<file path="src/rtl/iacc_pkg.sv">
`timescale 1ns/1ps
package iacc_pkg;
  // One-step increment that holds at the ceiling instead of wrapping.
  function automatic logic [31:0] sat_inc(input logic [31:0] v, input logic [31:0] lim);
    return (v >= lim) ? lim : v + 32'd1;
  endfunction

  // Width needed to hold the value n.
  function automatic int width_for(input int n);
    return (n < 2) ? 1 : $clog2(n + 1);
  endfunction
endpackage

</file>
<file path="src/rtl/iacc_sync.sv">
`timescale 1ns/1ps
module iacc_sync (
  input  logic clk,
  input  logic rst_n,
  input  logic async_i,
  output logic ev_o
);
  logic [2:0] sh_q;

  always_ff @(posedge clk or negedge rst_n) begin
    if (!rst_n) sh_q <= '0;
    else        sh_q <= {sh_q[1:0], async_i};
  end

  assign ev_o = sh_q[1] & ~sh_q[2];

  // an event lasts exactly one cycle
  a_r1_single_event: assert property (@(posedge clk) disable iff (!rst_n)
    ev_o |=> !ev_o);
endmodule

</file>
<file path="src/rtl/iacc_gate.sv">
`timescale 1ns/1ps
module iacc_gate #(
  parameter int REPEAT  = 100,
  parameter int TIMEOUT = 4096,
  parameter int RW      = 7,
  parameter int TW      = 13
) (
  input  logic          clk,
  input  logic          rst_n,
  input  logic          arm,
  input  logic          start_ev,
  input  logic          stop_ev,
  output logic          open_o,
  output logic          close_o,
  output logic [RW-1:0] runs_o,
  output logic          done_o,
  output logic          timeout_o
);
  logic          open_q, done_q, to_q;
  logic [RW-1:0] runs_q;
  logic [TW-1:0] tcnt_q;
  logic          take_start, take_stop, expire;

  assign take_start = start_ev & ~open_q & ~done_q;
  assign take_stop  = stop_ev & open_q;
  assign expire     = open_q & ~stop_ev & (tcnt_q == TW'(TIMEOUT - 1));
  assign close_o    = take_stop | expire;

  always_ff @(posedge clk or negedge rst_n) begin
    if (!rst_n) begin
      open_q <= 1'b0; done_q <= 1'b0; to_q <= 1'b0;
      runs_q <= '0;   tcnt_q <= '0;
    end else if (arm) begin
      open_q <= 1'b0; done_q <= 1'b0; to_q <= 1'b0;
      runs_q <= '0;   tcnt_q <= '0;
    end else if (take_start) begin
      open_q <= 1'b1;
      tcnt_q <= '0;
    end else if (open_q) begin
      if (close_o) begin
        open_q <= 1'b0;
        runs_q <= runs_q + 1'b1;
        if (runs_q == RW'(REPEAT - 1)) done_q <= 1'b1;
        if (expire) to_q <= 1'b1;
      end else begin
        tcnt_q <= tcnt_q + 1'b1;
      end
    end
  end

  assign open_o    = open_q;
  assign runs_o    = runs_q;
  assign done_o    = done_q;
  assign timeout_o = to_q;

  // stop with no open interval leaves the run count alone
  a_r4_stop_idle: assert property (@(posedge clk) disable iff (!rst_n)
    (!open_q && stop_ev && !arm) |=> $stable(runs_q));
  // a start while open neither closes nor restarts the interval
  a_r3_start_open: assert property (@(posedge clk) disable iff (!rst_n)
    (open_q && start_ev && !stop_ev && !expire && !arm) |=> (open_q && tcnt_q == $past(tcnt_q) + 1'b1));
  // run count never passes the repeat count
  a_r5_runs_bound: assert property (@(posedge clk) disable iff (!rst_n)
    runs_q <= RW'(REPEAT));
  // timeout flag only rises when an open interval closes
  a_r7_to_rise: assert property (@(posedge clk) disable iff (!rst_n)
    $rose(to_q) |-> (!open_q && $past(open_q)));
  // arm leaves a cleared state
  a_r8_arm_clear: assert property (@(posedge clk) disable iff (!rst_n)
    arm |=> (runs_q == '0 && !done_q && !open_q && !to_q));
endmodule

</file>
<file path="src/rtl/iacc_sum.sv">
`timescale 1ns/1ps
module iacc_sum #(
  parameter int AW  = 19,
  parameter int LIM = 409600
) (
  input  logic          clk,
  input  logic          rst_n,
  input  logic          arm,
  input  logic          inc,
  output logic [AW-1:0] acc_o
);
  logic [AW-1:0] acc_q;

  always_ff @(posedge clk or negedge rst_n) begin
    if (!rst_n)   acc_q <= '0;
    else if (arm) acc_q <= '0;
    else if (inc) acc_q <= AW'(iacc_pkg::sat_inc(32'(acc_q), 32'(LIM)));
  end

  assign acc_o = acc_q;

  // total only ever steps by zero or one outside an arm
  a_r2_acc_step: assert property (@(posedge clk) disable iff (!rst_n)
    !arm |=> (acc_q == $past(acc_q) || acc_q == $past(acc_q) + 1'b1));
  // total stays within REPEAT*TIMEOUT
  a_r7_acc_ceiling: assert property (@(posedge clk) disable iff (!rst_n)
    acc_q <= AW'(LIM));
endmodule

</file>
<file path="src/rtl/interval_accumulator.sv">
`timescale 1ns/1ps
module interval_accumulator #(
  parameter int  REPEAT  = 100,
  parameter int  TIMEOUT = 4096,
  localparam int LIM     = REPEAT * TIMEOUT,
  localparam int AW      = iacc_pkg::width_for(LIM),
  localparam int RW      = iacc_pkg::width_for(REPEAT),
  localparam int TW      = iacc_pkg::width_for(TIMEOUT)
) (
  input  logic          clk,
  input  logic          rst_n,
  input  logic          arm_i,
  input  logic          start_i,
  input  logic          stop_i,
  output logic [AW-1:0] acc_o,
  output logic [RW-1:0] runs_o,
  output logic          done_o,
  output logic          timeout_o
);
  logic [1:0] raw, ev;
  logic       start_ev, stop_ev, gate_open, gate_close;

  assign raw = {stop_i, start_i};

  for (genvar c = 0; c < 2; c++) begin : g_sync
    iacc_sync u_sync (.clk(clk), .rst_n(rst_n), .async_i(raw[c]), .ev_o(ev[c]));
  end

  assign start_ev = ev[0];
  assign stop_ev  = ev[1];

  iacc_gate #(.REPEAT(REPEAT), .TIMEOUT(TIMEOUT), .RW(RW), .TW(TW)) u_gate (
    .clk(clk), .rst_n(rst_n), .arm(arm_i),
    .start_ev(start_ev), .stop_ev(stop_ev),
    .open_o(gate_open), .close_o(gate_close),
    .runs_o(runs_o), .done_o(done_o), .timeout_o(timeout_o)
  );

  iacc_sum #(.AW(AW), .LIM(LIM)) u_sum (
    .clk(clk), .rst_n(rst_n), .arm(arm_i), .inc(gate_open), .acc_o(acc_o)
  );

  // a finished series is frozen until armed again
  a_r6_done_frozen: assert property (@(posedge clk) disable iff (!rst_n)
    (done_o && !arm_i) |=> ($stable(acc_o) && $stable(runs_o) && !gate_open));
  // every close advances the run count by one
  a_r5_close_counts: assert property (@(posedge clk) disable iff (!rst_n)
    (gate_close && !arm_i) |=> (runs_o == $past(runs_o) + 1'b1));
endmodule

</file>
<file path="config.mk">
export PLATFORM = sky130hd
export DESIGN_NAME = interval_accumulator
export DESIGN_NICKNAME = d
export VERILOG_FILES = /design/src/rtl/iacc_pkg.sv /design/src/rtl/iacc_sync.sv /design/src/rtl/iacc_gate.sv /design/src/rtl/iacc_sum.sv /design/src/rtl/interval_accumulator.sv
export SDC_FILE = /design/constraint.sdc
export NUM_CORES = 1
export LEC_CHECK = 0
export ABC_CLOCK_PERIOD_IN_PS = 1910
export BUFFER_PORTS_ARGS = -buffer_cell sky130_fd_sc_hd__buf_2
export CORE_MARGIN = 4
export CORE_UTILIZATION = 40
export CTS_CLUSTER_SIZE = 24
export DETAILED_ROUTE_END_ITERATION = 16
export GPL_ROUTABILITY_DRIVEN = 0
export GPL_TIMING_DRIVEN = 1
export SETUP_SLACK_MARGIN = 0.5
export SLEW_MARGIN = 40
export SYNTH_ARGS = -nofsm -noshare
export SYNTH_HDL_FRONTEND = slang
export SYNTH_SLANG_ARGS = --single-unit
</file>
<file path="constraint.sdc">
create_clock -name clk -period 1.91 [get_ports clk]
set_input_delay 0.2865 -clock clk [delete_from_list [all_inputs] [get_ports clk]]
set_output_delay 0.2865 -clock clk [all_outputs]
set_load 0.01 [all_outputs]
</file>
* Word-level counts from Yosys, hierarchy flattened *
Index checks and enable logic that the tools add are counted.

operators by class
  add/subtract/negate cells = 3
  magnitude comparators = 1
  equal/unequal tests = 4
  multiplexer cells = 25
  bitwise operators = 13
  reduce and logical (&&, ||, !) cells = 9

operator list
  kind                     number
  $mux W19                 3
  $mux W13                 4
  $mux W7                  4
  $add A19 B1 Y19 const B  1
  $ge A19 B19 Y1 const B   1
  $mux W1                  14
  $add A13 B1 Y13 const B  1
  $eq A13 B12 Y1 const B   1
  $reduce_and A4 Y1        2
  $reduce_bool A2 Y1       4
  $add A7 B1 Y7 const B    1
  $and A1 B1 Y1            7
  $eq A7 B7 Y1 const B     1
  $not A1 Y1               5
  $ne A3 B2 Y1 const B     1
  $reduce_and A3 Y1        1
  $reduce_bool A3 Y1       1
  $ne A2 B2 Y1 const B     1
  $reduce_and A2 Y1        1
  $or A1 B1 Y1             1

word-level totals
  flip-flop bits (word level) = 48
  input bits = 5
  output and inout port bits = 28

* Longest topological paths before layout *
Gate-level depths: netlist of the first run.

  depth in word-level cells = 10
  depth in mapped cells = 6

* Hierarchy *
Synthesis of the first run repeated with hierarchy kept, for this count alone.

unflattened totals
  cells, all modules = 265
  area total of the unflattened synthesis = 2601.2 um^2

modules (own cells, without submodules)
  module     times used  cells each  area an instance (um^2)
  iacc_gate  1           124         1256.2
  iacc_sum   1           133         1167.4
  iacc_sync  2           4           88.8

* Least setup slack after synthesis of the first run *
Ideal clock, no wire load.

  path type = reg2reg
  from = register u_sum.acc_q[0], in the netlist u_sum.acc_o[0]
  to = register u_sum.acc_q[16], in the netlist u_sum.acc_o[16]
  arrival time = 1.555 ns
  data required time = 1.832 ns
  slack = 0.278 ns
  stages on the path, launching flop included = 6
  cells stage by stage = dfrtp_1 -> ha_1 -> o2111a_1 -> nand2_1 -> or4_1 -> a21oi_1

between the ends
  word-level cells in the longest chain between the ends = 4
  elaborated cells on any way between the ends = 5
  classes of those cells = add/sub: 1; order compare: 1; mux: 3

RTL lines
  element                                                   RTL line        source
  from (decl)                                               iacc_sum.sv:12  logic [AW-1:0] acc_q;
  from (signal assigned)                                    iacc_sum.sv:17  else if (inc) acc_q <= AW'(iacc_pkg::sat_inc(32'(acc_q), 32'(LIM)));
  $add A19 B1 Y19 / $ge A19 B19 Y1 (equally long branches)  iacc_pkg.sv:5   return (v >= lim) ? lim : v + 32'd1;
  $mux W19 (*)                                              iacc_pkg.sv:5
  $mux W19 (*)                                              iacc_sum.sv:17
  $mux W19 (*)                                              iacc_sum.sv:16  else if (arm) acc_q <= '0;

Mark *: on every way between the ends. The rest lies on a longest branch, timed or not. The select of a mux whose other input is x is not followed.
A chain may end at the register's enable or synchronous reset.

* Worst setup path after layout of the first run *
  from = register u_gate.tcnt_q[1]
  to = register u_gate.runs_q[4], in the netlist u_gate.runs_o[4]

between the ends
  word-level cells in the longest chain between the ends = 5

RTL lines
  element                              RTL line         source
  from (decl)                          iacc_gate.sv:21  logic [TW-1:0] tcnt_q;
  from (signal assigned)               iacc_gate.sv:46  tcnt_q <= tcnt_q + 1'b1;
  $eq A13 B12 Y1                       iacc_gate.sv:26  assign expire = open_q & ~stop_ev & (tcnt_q == TW'(TIMEOUT - 1));
  $and A1 B1 Y1                        iacc_gate.sv:26
  $or A1 B1 Y1                         iacc_gate.sv:27  assign close_o = take_stop | expire;
  $reduce_bool A2 Y1 (no source line)  --
  $reduce_and A3 Y1 (no source line)   --
  to (signal assigned)                 iacc_gate.sv:42  runs_q <= runs_q + 1'b1;
  to (decl)                            iacc_gate.sv:20  logic [RW-1:0] runs_q;

Every way passes these cells.

==> metrics.csv, run 1 <==
metric,value,unit
status,"finished, final reports clean",
cell_family_with_the_largest_share_of_critical_path_delay,simple AND/OR/NAND/NOR gates,
worst_hold_path_type,in -> reg,
critical_path.reg2reg.startpoint,u_gate.tcnt_q[1]$_DFFE_PN0P_,
chipWidth,89.2,um
power.static_leakage,0.00163,uW
synth_compound_gate_area_share,0.170,
netlist_instances,272,
detail_route.vias_per_cell,5.89,
final_max_slew_viol_count,0,
area_of_all_sequential_standard_cells,1220,um^2
synth_top_family_by_area,simple AND/OR/NAND/NOR gates,
std_cell_rows,29,
fin_crit_sh,0.868,
post_route_cells_drive_above_1_share,0.522,
min_path_cells,1,
report.final.setup_viol,0,
die_area,7960,um^2
finalCriticalPeriod,1.66,ns
finalHoldViolations,0,
grt_overflow,0,
first_global_vias,2424,
worstSetupEndpointType,flip-flop,
postSynthRegisterBits,48,
grt_first_pass_wirelength,11.9,mm
slew-limit-headroom,0.751,
number_of_clock_sinks,48,
worst_setup_path_start_kind,flip-flop,
synthDistinctLibCells,55,
syn_nets,281,
floorplan.core_area,6390,um^2
synth.avg_cell_area,9.71,um^2
power.total,2020,uW
unrepaired_setup_endpoints_after_global_routing,true,
crit_chain,ha_4 > and3_4 > nand4_1 > a21oi_2 > mux2_4,
mappedNetlistArea,2640,um^2
worst-endpoint-arrival,1.85,ns
route.detailed.drc,0,
synth_simple_gate_area_frac,0.276,
vdd.ir_drop.worst,0.408,mV
htreeDepth,2,
worst_path_buffer_plus_inverter_count,0,
synth-async-reset-ratio,1.00,
ys_dominant_reg_cell,sky130_fd_sc_hd__dfrtp_1,
critical-path-slowest-cell,sky130_fd_sc_hd__dfrtp_1,
synth_mux_area_frac,0.0251,
num-nets-final,374,
reg2reg_to,u_gate.runs_o[4]$_DFFE_PN0P_,
fmaxAchievable,603,MHz
layout-area-overhead-vs-synth,44.6,%
effective_utilization_at_floorplan,0.413,
finalClockSkew,0.00620,ns
cts_made_buffers,5,
ys.warnings.count,0,
routed-via-count,2611,
post_synth_fa_ha_maj_area_fraction,0.0190,
portBuffers,32,
cts.path.max_buffers,2,
critical_path_peak_fanout,3,
tns,0,ns
diodes,0,
firstDrtPassIters,4,
first_iter_violations,215,
critical-path-max-stage-delay,0.40,ns
ios,33,
clock-root-buffer,sky130_fd_sc_hd__clkbuf_8,
tritoncts,done,
timing.critical_path.required,2.10,ns
count_of_flip_flops_with_a_built_in_enable_after_synthesis,0,
antenna_violations_before_repair,0,
p_per_area,530,nW/um^2
criticalPathCategory,reg -> reg,
final_cell_mix,"57 x sky130_fd_sc_hd__buf_4, 32 x sky130_fd_sc_hd__buf_2, 30 x sky130_fd_sc_hd__dfrtp_1, 20 x sky130_fd_sc_hd__nor2_1",
globalRouteTotalUtil,0.192,
synth_sequential_area_ratio,0.455,
ant_nets,0,
worst_r2r_path_depth,5,
grt_start_max_net_pins,20,
clk_transition_reported_paths,0.09,ns
hold_end,g_sync[1].u_sync.sh_q[0]$_DFF_PN0_,
routed_wire_length_per_instance,17.2,um
drv.max_cap_violation_count,0,
min-delay-start,stop_i,
rrSetupSlack,0.25,ns
worst_skew_pair.late_latency,0.30,ns
die-height,89.2,um
synth_area_in_xor_xnor,0.0133,
multiInputGateArea,1690,um^2
detailedPlacementHpwl,4.57,mm
layout.cells.most_common,sky130_fd_sc_hd__buf_4,
routed_wirelength,7.63,mm
worst-slew-pin-transition,0.370,ns
nFillCells,542,
## cell usage after synthesis (3+ instances only)
library cell,number,area share
sky130_fd_sc_hd__xor2_1,3,0.010
sky130_fd_sc_hd__nand2_1,15,0.021
sky130_fd_sc_hd__ha_1,4,0.019
sky130_fd_sc_hd__nor2_1,22,0.031
sky130_fd_sc_hd__dfrtp_1,48,0.45
sky130_fd_sc_hd__nor3_1,8,0.015
sky130_fd_sc_hd__nand4_1,8,0.019
sky130_fd_sc_hd__nor2b_1,5,0.012
sky130_fd_sc_hd__inv_1,7,0.010
sky130_fd_sc_hd__and4_1,5,0.017
sky130_fd_sc_hd__o31ai_1,8,0.023
sky130_fd_sc_hd__mux2_2,4,0.017
sky130_fd_sc_hd__or4_1,9,0.026
sky130_fd_sc_hd__o21ai_0,9,0.017
sky130_fd_sc_hd__a31oi_1,3,0.0071
sky130_fd_sc_hd__or3_1,3,0.0071
sky130_fd_sc_hd__clkbuf_1,4,0.0057
sky130_fd_sc_hd__a21oi_1,31,0.059
sky130_fd_sc_hd__and3_1,7,0.017
sky130_fd_sc_hd__o211ai_1,3,0.0085
sky130_fd_sc_hd__buf_6,3,0.013
sky130_fd_sc_hd__nand4b_1,3,0.010
sky130_fd_sc_hd__nand3_1,16,0.030
## how the worst max path moves through the flow
stage	startpoint	end	slack (ns)	depth (start not counted)
finish	u_gate.tcnt_q[1]$_DFFE_PN0P_	u_gate.runs_o[4]$_DFFE_PN0P_	0.25	5
global route	u_gate.tcnt_q[1]$_DFFE_PN0P_	u_gate.runs_o[3]$_DFFE_PN0P_	0.19	5
CTS	u_gate.tcnt_q[0]$_DFFE_PN0P_	u_gate.tcnt_q[10]$_DFFE_PN0P_	0.26	5
detailed placement	u_gate.tcnt_q[7]$_DFFE_PN0P_	u_gate.runs_o[2]$_DFFE_PN0P_	0.22	4
global placement	u_gate.open_o$_DFF_PN0_	u_gate.tcnt_q[12]$_DFFE_PN0P_	0.23	5
floorplan	u_gate.tcnt_q[0]$_DFFE_PN0P_	u_gate.tcnt_q[10]$_DFFE_PN0P_	0.38	5
## metrics by stage
stage	worst slack [ns]	hold slack [ns]	util	cells	area (um^2)
6_report	0.252	0.0833	0.598	443	3820
2_1_floorplan	0.382	-0.00909	-	272	2750
3_5_place_dp	0.215	0.230	0.472	383	3020
4_1_cts	0.255	0.0711	0.551	423	3520
3_3_place_gp	0.225	0.227	0.472	383	3020
5_1_grt	0.191	0.0645	0.598	443	3820
## what timing repair did
action / 4_1_cts / 5_1_grt
setup buffers: 28 / 20
hold endpoints to repair: 14 / 0
setup endpoints to repair: 39 / 38
pin swaps: 24 / 36
gates cloned: 3 / 0
resized for setup: 36 / 37
hold buffers: 1 / 0
## state kept, by name, summed over array words and instances (netlist names)
signal / flops
u_gate.tcnt_q: 13
u_gate.timeout_o: 1
u_gate.runs_o: 7
u_gate.open_o: 1
u_sum.acc_o: 19
u_gate.done_o: 1
g_sync.u_sync.sh_q: 6
## power breakdown
part | leakage [uW] | switching [uW] | total, uW | internal, uW
clock network | 0.0000645 | 354 | 817 | 462
logic | 0.000944 | 102 | 166 | 64.0
registers | 0.000626 | 10.6 | 1040 | 1030
total | 0.00163 | 467 | 2020 | 1550
## worst register-to-register path: cells and delay by family (launching register included)
family                   cells  cell delay (ns)
AO/OA/AOI/OAI                1             0.23
adder cells (fa/ha/maj)      1             0.16
flip-flops                   1             0.40
multiplexers                 1             0.31
AND/OR/NAND/NOR              2             0.45
## cell type report
class                   instances  area share
well taps                      77      0.0252
multi-input cells             208       0.443
repair buffers                 95       0.171
clock inverters                 1     0.00787
inverters                       7     0.00688
clock buffers                   7      0.0252
flip-flops and latches         48       0.321
## metal layers
metal / vias to the layer above / global-route usage / routed length (um)
met2: 73 / 0.292 / 3580
met1: 1296 / 0.275 / 3530
met5: - / 0 / 0
met4: 0 / 0.0555 / 98
li1: 1232 / - / -
met3: 10 / 0.0406 / 418
## logic make-up (layout without fill, tap and decap cells)
group	count (synthesis)	count (layout)
compound gates	70	71
xor+xnor	4	4
fa+ha+maj	4	4
buf+inv	19	110
flops	48	48
mux	6	6
simple gates	121	123
No activity file was read; power rests on OpenSTA's default activity.
==> inputs of run 2 (changes only) <==
ABC_AREA = 1   (was default)
==> run 2 against run 1 <==
Die area increased by 4.7%. Count of clock-buffer cells in the layout fell by 1. Wire length shrank 2.0%. Clock skew rose by 0.0061 ns.
==> metrics.csv, run 2 <==
metric,value,unit,change
p_per_area,553,nW/um^2,+4.3%
syn_nets,383,,+36%
critical_path_peak_fanout,6,,+3
yosys.area.top_type,sky130_fd_sc_hd__dfrtp_1,,
routed_wire_length_per_instance,14.0,um,-19%
routed_wirelength,7.47,mm,-2.0%
diodes,0,,unchanged
multiInputGateArea,1660,um^2,-1.9%
effective_utilization_at_floorplan,0.411,,-0.00248
cts_made_buffers,5,,unchanged
clock-root-buffer,sky130_fd_sc_hd__clkbuf_8,,
min-delay-start,stop_i,,
final_max_slew_viol_count,0,,unchanged
worst_hold_path_type,in -> reg,,
power.static_leakage,0.00178,uW,+8.8%
yosys-top-cells-area,"sky130_fd_sc_hd__dfrtp_1 43%, sky130_fd_sc_hd__nand2_1 14%, sky130_fd_sc_hd__nand3_1 7.8%, sky130_fd_sc_hd__nor2_1 7.3%, sky130_fd_sc_hd__inv_1 5.3%",,
report.final.setup_viol,0,,unchanged
min_path_cells,1,,unchanged
final_util,0.556,,-0.0418
die_area,8340,um^2,+4.7%
yosys.area.top_type_share,0.433,,-0.0223
ys.warnings.count,0,,unchanged
worst-endpoint-arrival,1.67,ns,-0.18 ns
ios,33,,unchanged
synth.top_cells.by_count,"105 x sky130_fd_sc_hd__nand2_1, 54 x sky130_fd_sc_hd__nor2_1, 48 x sky130_fd_sc_hd__dfrtp_1, 43 x sky130_fd_sc_hd__nand3_1, 39 x sky130_fd_sc_hd__inv_1",,
netlist_instances,374,,+38%
timing.critical_path.required,2.10,ns,about the same
fin_ws,0.431,ns,+0.180 ns
grt_start_max_net_pins,30,,+50%
std_cell_rows,30,,+3.4%
gr-usage-met2,0.281,,-0.0112
fmaxAchievable,676,MHz,+12%
ant_nets,0,,unchanged
antenna_violations_before_repair,0,,unchanged
ys_dominant_reg_cell,sky130_fd_sc_hd__dfrtp_1,,
synth.avg_cell_area,7.42,um^2,-24%
finalCriticalPeriod,1.48,ns,-0.180 ns
area_of_all_sequential_standard_cells,1210,um^2,-1.0%
setup_slack_placement,0.272,ns,+0.0569 ns
worstSetupEndpointType,flip-flop,,
fin_crit_sh,0.774,,-0.0941
criticalPathCategory,reg -> reg,,
finalHoldViolations,0,,unchanged
gr-usage-met3,0.0381,,-0.00244
worst_r2r_path_depth,9,,+4
floorplan.core_area,6760,um^2,+5.8%
route.detailed.drc,0,,unchanged
first_global_vias,2552,,+5.3%
critical-path-max-stage-delay,0.43,ns,+0.03 ns
detail_route.vias_per_cell,5.10,,-13%
clk_transition_reported_paths,0.08,ns,about the same
portBuffers,32,,unchanged
chipWidth,91.3,um,+2.3%
tritoncts,done,,
nFillCells,638,,+18%
globalRouteTotalUtil,0.178,,-0.0137
tns,0,ns,unchanged
htreeDepth,2,,unchanged
finalClockSkew,0.0123,ns,+0.00609 ns
postSynthRegisterBits,48,,unchanged
cell_family_with_the_largest_share_of_critical_path_delay,simple AND/OR/NAND/NOR gates,,
detailedPlacementHpwl,4.60,mm,+0.56%
vdd.ir_drop.worst,0.281,mV,-31%
worst-path-stages,9,,+4
mappedNetlistArea,2780,um^2,+5.2%
num-nets-final,464,,+24%
grt_overflow,0,,unchanged
grt_most_used_layer,met2,,
final_cell_mix,"86 x sky130_fd_sc_hd__nand2_1, 43 x sky130_fd_sc_hd__nor2_1, 40 x sky130_fd_sc_hd__dfrtp_1, 39 x sky130_fd_sc_hd__nand3_1, 39 x sky130_fd_sc_hd__buf_4",,
layout.cells.most_common,sky130_fd_sc_hd__nand2_1,,
crit_chain,nand2_2 > inv_2 > nand2_2 > nor2_4 > nand3_4 > nand2_8 > nand2_8 > nand3_2 > nand2_1,,
hold-worst-slack,0.0839,ns,+0.000587 ns
worst_skew_pair.late_latency,0.31,ns,about the same
grt_first_pass_wirelength,12.3,mm,+3.1%
grtUsageMet1,0.251,,-0.0240
crit_path_start,u_gate.tcnt_q[6]$_DFFE_PN0P_,,
cts.path.max_buffers,2,,unchanged
die-height,91.3,um,+2.3%
first_iter_violations,127,,-41%
most_common_cell_in_the_synthesized_netlist,sky130_fd_sc_hd__nand2_1,,
count_of_flip_flops_with_a_built_in_enable_after_synthesis,0,,unchanged
drv.max_cap_violation_count,0,,unchanged
synth-async-reset-ratio,1.00,,unchanged
routed-via-count,2730,,+4.6%
post_route_cells_drive_above_1_share,0.360,,-0.161
unrepaired_setup_endpoints_after_global_routing,true,,
worst-slew-pin-transition,0.490,ns,+0.120 ns
status,"finished, final reports clean",,
synth_sequential_area_ratio,0.433,,-0.0223
layout-area-overhead-vs-synth,35.3,%,
slew-limit-headroom,0.673,,-0.0780
synthDistinctLibCells,32,,-42%
critical-path-slowest-cell,sky130_fd_sc_hd__dfrtp_1,,
final_cell_count_no_fill,535,,+21%
number_of_clock_sinks,48,,unchanged
placed_cells,485,,+27%
worst_path_buffer_plus_inverter_count,1,,+1
critical_path.reg2reg.startpoint,u_gate.tcnt_q[6]$_DFFE_PN0P_,,
firstDrtPassIters,4,,unchanged
largest_reg_flops,19,,unchanged
worst_setup_path_start_kind,flip-flop,,
-- run 2: changes by cell type after synthesis, sizes merged, moves of 11 or more --
cell,previous run,this run
nand2,15,108
inv,7,47
nor2,22,57
nand3,16,49
a21oi,31,8
o21ai,9,20
-- run 2: per-stage QoR --
stage          total power, uW  instance area [um^2]
3_3_place_gp              1260                  3060
4_1_cts                   2050                  3430
6_report                  2080                  3760
2_1_floorplan             1190                  2800
3_5_place_dp              1260                  3060
5_1_grt                   2180                  3760
-- run 2: layout make-up --
type	instances	share of cell area
Multi-Input combinational cell	278	0.441
Sequential cell	48	0.322
Timing Repair Buffer	75	0.135
Inverter	47	0.0476
Tap cell	80	0.0266
Clock buffer	6	0.0193
Clock inverter	1	0.00799
-- run 2: path summary, 6_finish.rpt --
| check | end | slack [ns] |
|---|---|---|
| worst min-delay path | g_sync[1].u_sync.sh_q[0]$_DFF_PN0_ | 0.08 |
| max in group asynchronous | u_gate.tcnt_q[3]$_DFFE_PN0P_ | 0.90 |
| worst max-delay path | u_gate.tcnt_q[11]$_DFFE_PN0P_ | 0.43 |
| worst min register to register | g_sync[1].u_sync.sh_q[1]$_DFF_PN0_ | 0.35 |
| worst max register to register | u_gate.tcnt_q[11]$_DFFE_PN0P_ | 0.43 |
| min in group asynchronous | u_sum.acc_o[6]$_DFFE_PN0P_ | 0.46 |
-- run 2: report_power, final --
group | internal [uW] | total [uW] | switching (uW)
clock | 385 | 738 | 353
combinational | 101 | 282 | 180
sequential | 1040 | 1060 | 18.7
-- run 2: repair_timing --
item,in CTS,in global routing
hold buffers,1,0
setup buffers,14,24
gates cloned,4,0
endpoints found under the hold margin,19,0
pin swaps,10,24
endpoints found under the setup margin,33,41
resized for setup,25,48
-- run 2: routing by layer --
layer / up-vias / part of all wire
li1: 1366 / -
met1: 1300 / 0.45
met2: 55 / 0.49
met3: 9 / 0.043
met4: 0 / 0.014
met5: - / 0
-- run 2: cell families (layout without fill, tap and decap cells) --
family,Yosys count,count (layout),synth area share
fa+ha+maj,4,4,0.0180
simple gates,230,234,0.376
xor+xnor,8,8,0.0252
buf+inv,52,129,0.0775
compound gates,32,32,0.0708
flops,48,48,0.433
